## config.mk

```make
export PLATFORM = sky130hd
export DESIGN_NAME = cntr_host_if
export DESIGN_NICKNAME = d
export VERILOG_FILES = /design/src/rtl/cntr_host_pkg.sv /design/src/rtl/cntr_bus_sync.sv /design/src/rtl/cntr_cmd_decode.sv /design/src/rtl/cntr_axis_regs.sv /design/src/rtl/cntr_host_if.sv
export SDC_FILE = /design/constraint.sdc
export NUM_CORES = 1
export LEC_CHECK = 0
export BUFFER_PORTS_ARGS = -buffer_cell sky130_fd_sc_hd__buf_2
export CORE_UTILIZATION = 40
export CTS_BUF_LIST = sky130_fd_sc_hd__clkbuf_16
export DETAILED_ROUTE_END_ITERATION = 12
export SYNTH_ARGS = -nofsm -noshare
export SYNTH_HDL_FRONTEND = slang
export SYNTH_SLANG_ARGS = --single-unit
```

## constraint.sdc

```tcl
create_clock -name clk -period 3 [get_ports clk]
set_input_delay 0.3 -clock clk [delete_from_list [all_inputs] [get_ports clk]]
set_output_delay 0.3 -clock clk [all_outputs]
set_load 0.02 [all_outputs]
```

## src/rtl/cntr_host_pkg.sv

```systemverilog
// Shared types for the counter host interface.
// Assumes exactly two axes, selected by one bus bit.
package cntr_host_pkg;
    localparam int AXES = 2;

    typedef enum logic [1:0] {
        TGT_RLD   = 2'd0,
        TGT_MODE  = 2'd1,
        TGT_IOCTL = 2'd2,
        TGT_INDEX = 2'd3
    } ctl_tgt_e;

    typedef struct packed {
        logic       cs_n;
        logic       cd;
        logic       axis;
        logic [7:0] data;
    } bus_fields_t;

    typedef struct packed {
        logic ptr_rst;
        logic rst_cnt;
        logic clr_flags;
        logic clr_err;
        logic load_cnt;
        logic latch;
        logic load_psc;
    } rld_cmd_t;
endpackage

```

## src/rtl/cntr_bus_sync.sv

```systemverilog
// Synchronizes the bus strobes into clk and reports each trailing edge as a
// one-cycle event. It captures the bus fields while the synchronized strobe
// is low. Assumes the fields stay stable for SYNC_STAGES clocks after the
// strobe rises.
module cntr_bus_sync
    import cntr_host_pkg::*;
#(
    parameter int SYNC_STAGES = 2
) (
    input  logic        clk,
    input  logic        rst_n,
    input  logic        cs_n,
    input  logic        rd_n,
    input  logic        wr_n,
    input  logic        cd,
    input  logic        axis,
    input  logic [7:0]  din,
    output logic        rd_evt,
    output logic        wr_evt,
    output bus_fields_t fields
);
    logic [SYNC_STAGES:0] rd_pipe;
    logic [SYNC_STAGES:0] wr_pipe;
    logic                 any_low;

    // Shift the strobe levels through the synchronizer and edge stage.
    always_ff @(posedge clk) begin
        if (!rst_n) begin
            rd_pipe <= '1;
            wr_pipe <= '1;
        end else begin
            rd_pipe <= {rd_pipe[SYNC_STAGES-1:0], rd_n};
            wr_pipe <= {wr_pipe[SYNC_STAGES-1:0], wr_n};
        end
    end

    assign rd_evt  = rd_pipe[SYNC_STAGES-1] & ~rd_pipe[SYNC_STAGES];
    assign wr_evt  = wr_pipe[SYNC_STAGES-1] & ~wr_pipe[SYNC_STAGES];
    assign any_low = ~rd_pipe[SYNC_STAGES-1] | ~wr_pipe[SYNC_STAGES-1];

    // Hold the bus fields seen during the active part of the strobe.
    always_ff @(posedge clk) begin
        if (!rst_n) begin
            fields <= '{cs_n: 1'b1, cd: 1'b0, axis: 1'b0, data: 8'h00};
        end else if (any_low) begin
            fields <= '{cs_n: cs_n, cd: cd, axis: axis, data: din};
        end
    end

    AST_WR_EVT_SINGLE: assert property (@(posedge clk) disable iff (!rst_n)
        wr_evt |=> !wr_evt);
    AST_RD_EVT_SINGLE: assert property (@(posedge clk) disable iff (!rst_n)
        rd_evt |=> !rd_evt);
endmodule

```

## src/rtl/cntr_cmd_decode.sv

```systemverilog
// Turns a qualified bus event and its captured fields into per-axis
// register enables and a reset/load command. Purely combinational.
module cntr_cmd_decode
    import cntr_host_pkg::*;
#(
    parameter int CFG_W = 5
) (
    input  logic             rd_evt,
    input  logic             wr_evt,
    input  bus_fields_t      fields,
    output logic [AXES-1:0]  axis_hit,
    output logic             data_wr,
    output logic             data_rd,
    output logic             mode_we,
    output logic             io_we,
    output logic             idx_we,
    output logic [CFG_W-1:0] cfg_data,
    output logic [7:0]       wr_byte,
    output rld_cmd_t         rld
);
    logic     ctl_wr;
    logic     rld_we;
    ctl_tgt_e tgt;

    // Qualify events by chip select and split data from control traffic.
    always_comb begin
        ctl_wr  = wr_evt & ~fields.cs_n & fields.cd;
        data_wr = wr_evt & ~fields.cs_n & ~fields.cd;
        data_rd = rd_evt & ~fields.cs_n & ~fields.cd;
        tgt     = ctl_tgt_e'(fields.data[6:5]);
        mode_we = ctl_wr && (tgt == TGT_MODE);
        io_we   = ctl_wr && (tgt == TGT_IOCTL);
        idx_we  = ctl_wr && (tgt == TGT_INDEX);
        rld_we  = ctl_wr && (tgt == TGT_RLD);
        cfg_data = fields.data[CFG_W-1:0];
        wr_byte  = fields.data;
    end

    // Pick the addressed axis; bit 7 of a control write broadcasts.
    always_comb begin
        if (fields.cd && fields.data[7]) axis_hit = '1;
        else if (fields.axis)            axis_hit = 2'b10;
        else                             axis_hit = 2'b01;
    end

    // Decode the reset/load command fields.
    always_comb begin
        rld.ptr_rst   = rld_we & fields.data[0];
        rld.rst_cnt   = rld_we & (fields.data[2:1] == 2'b01);
        rld.clr_flags = rld_we & (fields.data[2:1] == 2'b10);
        rld.clr_err   = rld_we & (fields.data[2:1] == 2'b11);
        rld.load_cnt  = rld_we & (fields.data[4:3] == 2'b01);
        rld.latch     = rld_we & (fields.data[4:3] == 2'b10);
        rld.load_psc  = rld_we & (fields.data[4:3] == 2'b11);
    end
endmodule

```

## src/rtl/cntr_axis_regs.sv

```systemverilog
// Register set of one axis: preset, output latch, byte pointer, three
// configuration registers and the registered command strobes.
// Assumes that enables from the decoder are one-cycle pulses.
module cntr_axis_regs
    import cntr_host_pkg::*;
#(
    parameter int CNT_W  = 24,
    parameter int BYTE_W = 8,
    parameter int CFG_W  = 5,
    localparam int NBYTES = CNT_W / BYTE_W,
    localparam int PTR_W  = $clog2(NBYTES)
) (
    input  logic              clk,
    input  logic              rst_n,
    input  logic              hit,
    input  logic              data_wr,
    input  logic              data_rd,
    input  logic [BYTE_W-1:0] wr_byte,
    input  logic              mode_we,
    input  logic              io_we,
    input  logic              idx_we,
    input  logic [CFG_W-1:0]  cfg_data,
    input  rld_cmd_t          rld,
    input  logic [CNT_W-1:0]  core_count,
    output logic [CNT_W-1:0]  preset,
    output logic [CNT_W-1:0]  latch,
    output logic [PTR_W-1:0]  ptr,
    output logic [CFG_W-1:0]  mode,
    output logic [CFG_W-1:0]  ioctl,
    output logic [CFG_W-1:0]  index,
    output logic [5:0]        stb
);
    localparam logic [PTR_W-1:0] LAST = PTR_W'(NBYTES - 1);

    logic access;
    assign access = hit & (data_wr | data_rd);

    // Byte pointer: reset by command, else step with wrap on data access.
    always_ff @(posedge clk) begin
        if (!rst_n)                 ptr <= '0;
        else if (hit && rld.ptr_rst) ptr <= '0;
        else if (access)            ptr <= (ptr == LAST) ? '0 : ptr + PTR_W'(1);
    end

    // Preset: write the byte addressed by the pointer.
    always_ff @(posedge clk) begin
        if (!rst_n) begin
            preset <= '0;
        end else if (hit && data_wr) begin
            for (int b = 0; b < NBYTES; b++) begin
                if (ptr == PTR_W'(b)) preset[b*BYTE_W +: BYTE_W] <= wr_byte;
            end
        end
    end

    // Output latch: parallel capture of the live counter.
    always_ff @(posedge clk) begin
        if (!rst_n)                latch <= '0;
        else if (hit && rld.latch) latch <= core_count;
    end

    // Configuration registers.
    always_ff @(posedge clk) begin
        if (!rst_n) begin
            mode  <= '0;
            ioctl <= '0;
            index <= '0;
        end else if (hit) begin
            if (mode_we) mode  <= cfg_data;
            if (io_we)   ioctl <= cfg_data;
            if (idx_we)  index <= cfg_data;
        end
    end

    // Command strobes, one cycle per decoded command.
    always_ff @(posedge clk) begin
        if (!rst_n)   stb <= '0;
        else if (hit) stb <= {rld.load_psc, rld.latch, rld.load_cnt,
                              rld.clr_err, rld.clr_flags, rld.rst_cnt};
        else          stb <= '0;
    end

    AST_PTR_RANGE: assert property (@(posedge clk) disable iff (!rst_n)
        ptr <= LAST);
    AST_PTR_STEP: assert property (@(posedge clk) disable iff (!rst_n)
        access && !rld.ptr_rst |=>
        ptr == (($past(ptr) == LAST) ? '0 : $past(ptr) + PTR_W'(1)));
    AST_PTR_HOLD: assert property (@(posedge clk) disable iff (!rst_n)
        !(access || (hit && rld.ptr_rst)) |=> $stable(ptr));
    AST_PRESET_HOLD: assert property (@(posedge clk) disable iff (!rst_n)
        !(hit && data_wr) |=> $stable(preset));
    AST_LATCH_PARALLEL: assert property (@(posedge clk) disable iff (!rst_n)
        hit && rld.latch |=> latch == $past(core_count));
    AST_STROBE_PULSE: assert property (@(posedge clk) disable iff (!rst_n)
        |stb |=> ~|stb);
endmodule

```

## src/rtl/cntr_host_if.sv

```systemverilog
// Top of the counter host interface: bus synchronizer, command decoder,
// one register set per axis and the combinational read-back mux.
// Assumes the bus fields are held SYNC_STAGES clocks past each strobe.
module cntr_host_if
    import cntr_host_pkg::*;
#(
    parameter int CNT_W       = 24,
    parameter int BYTE_W      = 8,
    parameter int CFG_W       = 5,
    parameter int SYNC_STAGES = 2
) (
    input  logic                   clk,
    input  logic                   rst_n,
    input  logic                   bus_cs_n,
    input  logic                   bus_rd_n,
    input  logic                   bus_wr_n,
    input  logic                   bus_cd,
    input  logic                   bus_axis,
    input  logic [7:0]             bus_din,
    output logic [7:0]             bus_dout,
    output logic                   bus_doe,
    input  logic [AXES*CNT_W-1:0]  core_count_i,
    input  logic [AXES*8-1:0]      core_flags_i,
    output logic [AXES*CNT_W-1:0]  preset_o,
    output logic [AXES*CFG_W-1:0]  mode_o,
    output logic [AXES*CFG_W-1:0]  ioctl_o,
    output logic [AXES*CFG_W-1:0]  index_o,
    output logic [AXES-1:0]        stb_rst_cnt_o,
    output logic [AXES-1:0]        stb_clr_flags_o,
    output logic [AXES-1:0]        stb_clr_err_o,
    output logic [AXES-1:0]        stb_load_cnt_o,
    output logic [AXES-1:0]        stb_latch_o,
    output logic [AXES-1:0]        stb_load_psc_o
);
    localparam int NBYTES = CNT_W / BYTE_W;
    localparam int PTR_W  = $clog2(NBYTES);

    logic              rd_evt, wr_evt;
    bus_fields_t       fields;
    logic [AXES-1:0]   axis_hit;
    logic              data_wr, data_rd, mode_we, io_we, idx_we;
    logic [CFG_W-1:0]  cfg_data;
    logic [7:0]        wr_byte;
    rld_cmd_t          rld;
    logic [CNT_W-1:0]  latch_all [AXES];
    logic [PTR_W-1:0]  ptr_all   [AXES];
    logic [5:0]        stb_all   [AXES];
    logic [CNT_W-1:0]  lat_sel;
    logic [PTR_W-1:0]  ptr_sel;
    logic [7:0]        lat_byte;

    cntr_bus_sync #(.SYNC_STAGES(SYNC_STAGES)) u_sync (
        .clk(clk), .rst_n(rst_n), .cs_n(bus_cs_n), .rd_n(bus_rd_n),
        .wr_n(bus_wr_n), .cd(bus_cd), .axis(bus_axis), .din(bus_din),
        .rd_evt(rd_evt), .wr_evt(wr_evt), .fields(fields)
    );

    cntr_cmd_decode #(.CFG_W(CFG_W)) u_dec (
        .rd_evt(rd_evt), .wr_evt(wr_evt), .fields(fields),
        .axis_hit(axis_hit), .data_wr(data_wr), .data_rd(data_rd),
        .mode_we(mode_we), .io_we(io_we), .idx_we(idx_we),
        .cfg_data(cfg_data), .wr_byte(wr_byte), .rld(rld)
    );

    for (genvar g = 0; g < AXES; g++) begin : g_axis
        cntr_axis_regs #(.CNT_W(CNT_W), .BYTE_W(BYTE_W), .CFG_W(CFG_W)) u_regs (
            .clk(clk), .rst_n(rst_n), .hit(axis_hit[g]),
            .data_wr(data_wr), .data_rd(data_rd),
            .wr_byte(wr_byte[BYTE_W-1:0]),
            .mode_we(mode_we), .io_we(io_we), .idx_we(idx_we),
            .cfg_data(cfg_data), .rld(rld),
            .core_count(core_count_i[g*CNT_W +: CNT_W]),
            .preset(preset_o[g*CNT_W +: CNT_W]),
            .latch(latch_all[g]), .ptr(ptr_all[g]),
            .mode(mode_o[g*CFG_W +: CFG_W]),
            .ioctl(ioctl_o[g*CFG_W +: CFG_W]),
            .index(index_o[g*CFG_W +: CFG_W]),
            .stb(stb_all[g])
        );
        assign stb_rst_cnt_o[g]   = stb_all[g][0];
        assign stb_clr_flags_o[g] = stb_all[g][1];
        assign stb_clr_err_o[g]   = stb_all[g][2];
        assign stb_load_cnt_o[g]  = stb_all[g][3];
        assign stb_latch_o[g]     = stb_all[g][4];
        assign stb_load_psc_o[g]  = stb_all[g][5];
    end

    // Select the latch byte addressed by the selected axis's pointer.
    always_comb begin
        lat_sel  = latch_all[bus_axis];
        ptr_sel  = ptr_all[bus_axis];
        lat_byte = '0;
        for (int b = 0; b < NBYTES; b++) begin
            if (ptr_sel == PTR_W'(b)) lat_byte = 8'(lat_sel[b*BYTE_W +: BYTE_W]);
        end
    end

    // Read-back mux: flag byte for control reads, latch byte for data reads.
    always_comb begin
        bus_doe  = ~bus_cs_n & ~bus_rd_n;
        bus_dout = bus_cd ? (bus_axis ? core_flags_i[15:8] : core_flags_i[7:0])
                          : lat_byte;
    end

    AST_DOE_IDLE: assert property (@(posedge clk) disable iff (!rst_n)
        bus_cs_n |-> !bus_doe);
    AST_STROBES_AXIS_MATCH: assert property (@(posedge clk) disable iff (!rst_n)
        $countones(stb_latch_o) > 0 |-> $past(rld.latch));
endmodule

```

After elaboration in Yosys (flattened, before gate mapping):

Index checks and enable logic that the tools add are counted.
W data, S select, Z words.

* add/sub/neg operators: 2
* reduce and logical (&&, ||, !) cells: 31
* order comparisons: 1
* bitwise logic cells: 29
* shift-type cells: 0
* divide/modulo/power cells: 0
* equal/unequal tests: 15
* $mul: 0
* mux-type cells: 15

Operator list (number)
* $mux W24: 3
* $mux W8: 5
* $reduce_and A2 Y1: 14
* $eq A2 B2 Y1 const B: 9
* $and A1 B1 Y1: 17
* $mux W2: 7
* $eq A2 B1 Y1 const B: 6
* $logic_and A1 B1 Y1: 11
* $not A1 Y1: 9
* $logic_not A2 Y1: 4
* $add A2 B1 Y2 const B: 2
* $reduce_or A2 Y1: 2
* $ge A2 B2 Y1 const B: 1
* $not A1 Y2: 1
* $or A1 B1 Y1: 2

* bits in writable memories: 0
* bits in read-only memories: 0
* logic and storage cells: 117
* output and inout port bits: 99
* bits in latches: 0
* memories: 0
* bits in registers: 159
* input port bits: 79

Depth between registers and ports, before layout:

* word-level depth: 9
* mapped depth: 7
* mapped depth without buffers: 4

Cells and area by module:

From an unflattened synthesis, not the netlist that was laid out.

* cell total of the unflattened synthesis: 758
* area, all modules: 6846.6 µm²

By module, submodules not included
* cntr_axis_regs: area an instance 2645.0 µm², cells an instance 295, seq. area each 1421.4 µm², times used 2
* cntr_bus_sync: area an instance 651.9 µm², cells an instance 65, seq. area each 340.3 µm², times used 1
* cntr_host_if: area an instance 619.3 µm², cells an instance 68, seq. area each 0.0 µm², times used 1
* cntr_cmd_decode: area an instance 285.3 µm², cells an instance 35, seq. area each 0.0 µm², times used 1

Worst setup path before layout:

No wires, ideal clock.

* path type: flip-flop to output port
* start: register g_axis[0].u_regs.ptr[0]
* end: output bus_dout[0]
* stages on the path, launching flop included: 5
* buffers on the path: 1
* slack: 1.222 ns
* data required time: 2.700 ns
* data arrival time: 1.478 ns
* cell sequence: dfxtp_1 -> clkbuf_1 -> mux2_2 -> o211ai_1 -> o221ai_1

* longest elaborated chain between the ends: 8
* elaborated cells between the ends (all ways): 10
* classes of those cells: eq/ne (2); mux (7); reduce/logical (1)

Ends and longest elaborated chain
* from (decl): line cntr_axis_regs.sv:27 `output logic [PTR_W-1:0] ptr,`
* from (signal assigned): line cntr_axis_regs.sv:42 `else if (access) ptr <= (ptr == LAST) ? '0 : ptr + PTR_W'(1);`
* $mux W2 (not written as such) * (3 in series): line cntr_host_if.sv:91 `ptr_sel = ptr_all[bus_axis];`
* $logic_not A2 Y1: line cntr_host_if.sv:94 `if (ptr_sel == PTR_W'(b)) lat_byte = 8'(lat_sel[b*BYTE_W +: BYTE_W]);`
* $mux W8 (2 in series): line cntr_host_if.sv:94
* $mux W8 *: line cntr_host_if.sv:94
* $mux W8 *: line cntr_host_if.sv:101 `bus_dout = bus_cd ? (bus_axis ? core_flags_i[15:8] : core_flags_i[7:0])`
* to (decl): line cntr_host_if.sv:20 `output logic [7:0] bus_dout,`

Mark *: on every way between the ends. The rest lies on a longest branch, timed or not. The select of a mux whose other input is x is not followed.

Worst setup path after layout:

* start: register g_axis[0].u_regs.ptr[0]
* end: output bus_dout[6]

Same word-level chain as after synthesis.

==> impl_metrics.csv <==
group,metric,value,unit
die,std_cell_rows,45,
logic_synthesis,synth_cell_types,39,
placement,pre_cts_ws,0.820,ns
logic_synthesis,synth.area.top_cells,"dfxtp_1 50%, mux2i_1 16%, nand2_1 9.6%, nand3_1 4.5%, o21ai_0 3.9%",
clock_tree,holdBufCountCts,0,
timing,fin_crit_sh,88.4,%
timing,fin_crit,2.65,ns
clock_tree,cts_tree,"built",
pwr,p_leak,3.47,nW
logic_synthesis,synthAdderAreaFrac,0,%
worst_hold_path,hold_class,"input port to flip-flop",
worst_setup_path,crit_arrival,2.35,ns
logic_synthesis,synth_xor_area_share,0,%
clock_tree,cts-htree-levels,4,
worst_setup_path,crit_path_max_fanout,13,
timing,hold_viol,0,
clock_tree,cts_buffer_depth,2,
routing,viasPerCell,4.99,
worst_setup_path,worstSetupEndpointType,"primary output",
clock_tree,insertion_delay,0.42,ns
grt,grt_max_degree,111,
pwr,ir_worst_vdd,0.000348,V
routing,drtIter0Drc,273,
logic_synthesis,synthMuxAreaShare,17.2,%
final_layout,drive_gt1_share,26.9,%
final_layout,final_cells,1063,
clock_tree,cts_root_buf,"clkbuf_16",
worst_setup_path,startpoint_type,"flip-flop",
die,die_h,128,um
placement,place.gp.congestion,0.847,
final_layout,area_growth,23.6,%
die,io_pins,178,
die,core_area,15300,um2
die,start_util,41.4,%
logic_synthesis,synth_top_family_by_area,"simple AND/OR/NAND/NOR gates",
final_layout,n_antenna_cell,0,
final_layout,num-fill-cells,1495,
routing,drt_pre_antenna_iters,4,
final_layout,nets,918,
clock_tree,numClockSinks,159,
routing,drc_errors,0,
timing,setup_slack,0.348,ns
status,status,"finished, final reports clean",
logic_synthesis,syn_nets,770,
logic_synthesis,synth_seq_cells,159,
routing,postRouteAntennaNets,0,
timing,finalSetupViolCount,0,
worst_setup_path,worst-setup-path-type,"flip-flop to primary output",
timing,relSlewSlack,54.2,%
placement,io_buffer_count,177,
logic_synthesis,synth_cells,691,
timing,clock_skew,0.00812,ns
timing,rsz0062_at_grt,"no",
routing,vias,5305,
clock_tree,cts_buffers,17,
worst_setup_path,worstPathRequired,2.70,ns
logic_synthesis,yosys.area.top_type,"dfxtp_1",
clock_tree,cts_setup_buffers,0,
placement,dpl.hpwl,12000,um
routing,wirelength,16400,um
grt,grt_overflow_total,0,
timing,final.setup.tns,0,ns
logic_synthesis,ys.flop_type,"dfxtp_1",
logic_synthesis,syn_area_per_cell,9.18,um2
timing,worst_pin_slew,0.683,ns
logic_synthesis,synth_area,6350,um2
grt,grt_use_total,20.7,%
timing,fmax,377,MHz
clock_tree,clk_pin_slew,0.06,ns
die,dieArea,16400,um2
logic_synthesis,synth_simple_gate_area_share,20.4,%
die,die_x,128,um
placement,dp.cells,1031,
pwr,powerDensity,548,nW/um2
logic_synthesis,synth_compound_area_share,8.34,%
logic_synthesis,synth_top_area_share,50.2,%
logic_synthesis,synth_edf_count,0,
logic_synthesis,synthArstFlopShare,0,%
logic_synthesis,seq_area_frac_synth,50.2,%
pwr,power,4.30,mW
logic_synthesis,ys_warn_count,0,
grt,grt_pass1_vias,5168,
grt,antenna_found_initial,0,
job,maxCapViolCount,0,
routing,wl_per_cell,15.4,um
clock_tree,ctsResizeCount,0,
grt,grt_first_pass_wirelength,26100,um
timing,maxSlewViolCount,0,
timing,holdWs,0.0746,ns
-- final timing paths --
check,from,end,slack (ns),cells past startpoint
min reg2reg,u_sync.rd_pipe[0]$_SDFF_PN1_,u_sync.rd_pipe[1]$_SDFF_PN1_,0.41,1
min,bus_wr_n,u_sync.wr_pipe[0]$_SDFF_PN1_,0.07,2
max,g_axis[0].u_regs.ptr[0]$_SDFFE_PP0P_,bus_dout[6],0.35,5
max reg2reg,u_sync.fields[5]$_SDFFE_PN0P_,g_axis[0].u_regs.latch[1]$_SDFFE_PN0P_,1.29,5
-- sequential cells by signal (all words and copies together), names as in the netlist --
register and count:
g_axis.u_regs.index 10, g_axis.u_regs.preset 48, g_axis.u_regs.latch 48, g_axis.u_regs.ioctl 10
g_axis.u_regs.stb 12, u_sync.fields 11, u_sync.wr_pipe 3, g_axis.u_regs.mode 10
u_sync.rd_pipe 3, g_axis.u_regs.ptr 4
-- critical path: stages (launching register included) --
cell and delay [ns]:
dfxtp_1 0.66, nand2b_1 0.24, nor3_1 0.06, a31oi_1 0.53
o221ai_1 0.25, buf_2 0.21
-- power by group --
| part | total, mW | switching [mW] | internal (mW) |
|---|---|---|---|
| Combinational | 0.213 | 0.129 | 0.0838 |
| Sequential | 2.14 | 0.0198 | 2.12 |
| Clock | 1.94 | 0.824 | 1.12 |
-- cells in the final DEF, fill, tap and decap left out, types with 4 or more instances in the layout --
cell type  instances
nand2_1          163
mux2_2             8
mux2i_1          100
o211ai_1          10
clkbuf_16         17
nand2b_1          10
inv_1              5
nor2b_1            6
nor3_1             6
and2_1             4
nand3_1           57
nor2_1            14
o221ai_1           8
dfxtp_1          159
o21ai_0           49
buf_2            176
buf_4              4
o21ai_1            7
a21oi_1           12
-- per-stage QoR --
step | instance area, um2 | util [%]
3_5_place_dp | 7310 | 47.7
6_report | 7840 | 51.2
3_3_place_gp | 7310 | 47.7
4_1_cts | 7840 | 51.2
5_1_grt | 7840 | 51.2
2_1_floorplan | 6350 | -
-- layout make-up --
| class | count | area [um2] | share of cell area [%] |
|---|---|---|---|
| timing repair buffer | 182 | 942 | 12.0 |
| sequential | 159 | 3180 | 40.6 |
| tap | 211 | 264 | 3.37 |
| multi-input combinational | 477 | 2910 | 37.2 |
| clock inverter | 15 | 108 | 1.37 |
| clock buffer | 17 | 425 | 5.42 |
| inverter | 2 | 7.51 | 0.0957 |
-- kinds of logic (layout without fill, tap and decap cells) --
kind of cell | after synthesis | count (layout)
muxes | 108 | 108
DFF | 159 | 159
buffers and inverters | 55 | 216
AOI/OAI and AO/OA | 91 | 91
and+or+nand+nor | 278 | 278
-- synthesized netlist by cell type, types with 2 or more instances --
master / instances
o21ai_1: 7
and3_1: 3
clkbuf_1: 33
nand3b_1: 2
nor2_1: 14
nor3_1: 6
nand2_1: 163
mux2i_1: 100
o221ai_1: 8
nor3b_4: 2
buf_6: 3
o211ai_1: 10
nand3_1: 57
o21ai_0: 49
nand2_2: 3
a21oi_1: 12
buf_2: 9
nor2b_1: 6
mux2_2: 8
nand3b_2: 2
buf_1: 5
nand2b_1: 10
and2_1: 4
dfxtp_1: 159
buf_4: 2
-- metal layers --
metal | up-vias | track usage (%) | wire length [um]
met3 | 19 | 6.22 | 1110
li1 | 2657 | - | -
met5 | - | 0 | 0
met1 | 2458 | 24.4 | 7010
met4 | 0 | 7.89 | 352
met2 | 171 | 35.5 | 7930
(Power assumes the default switching activity.)
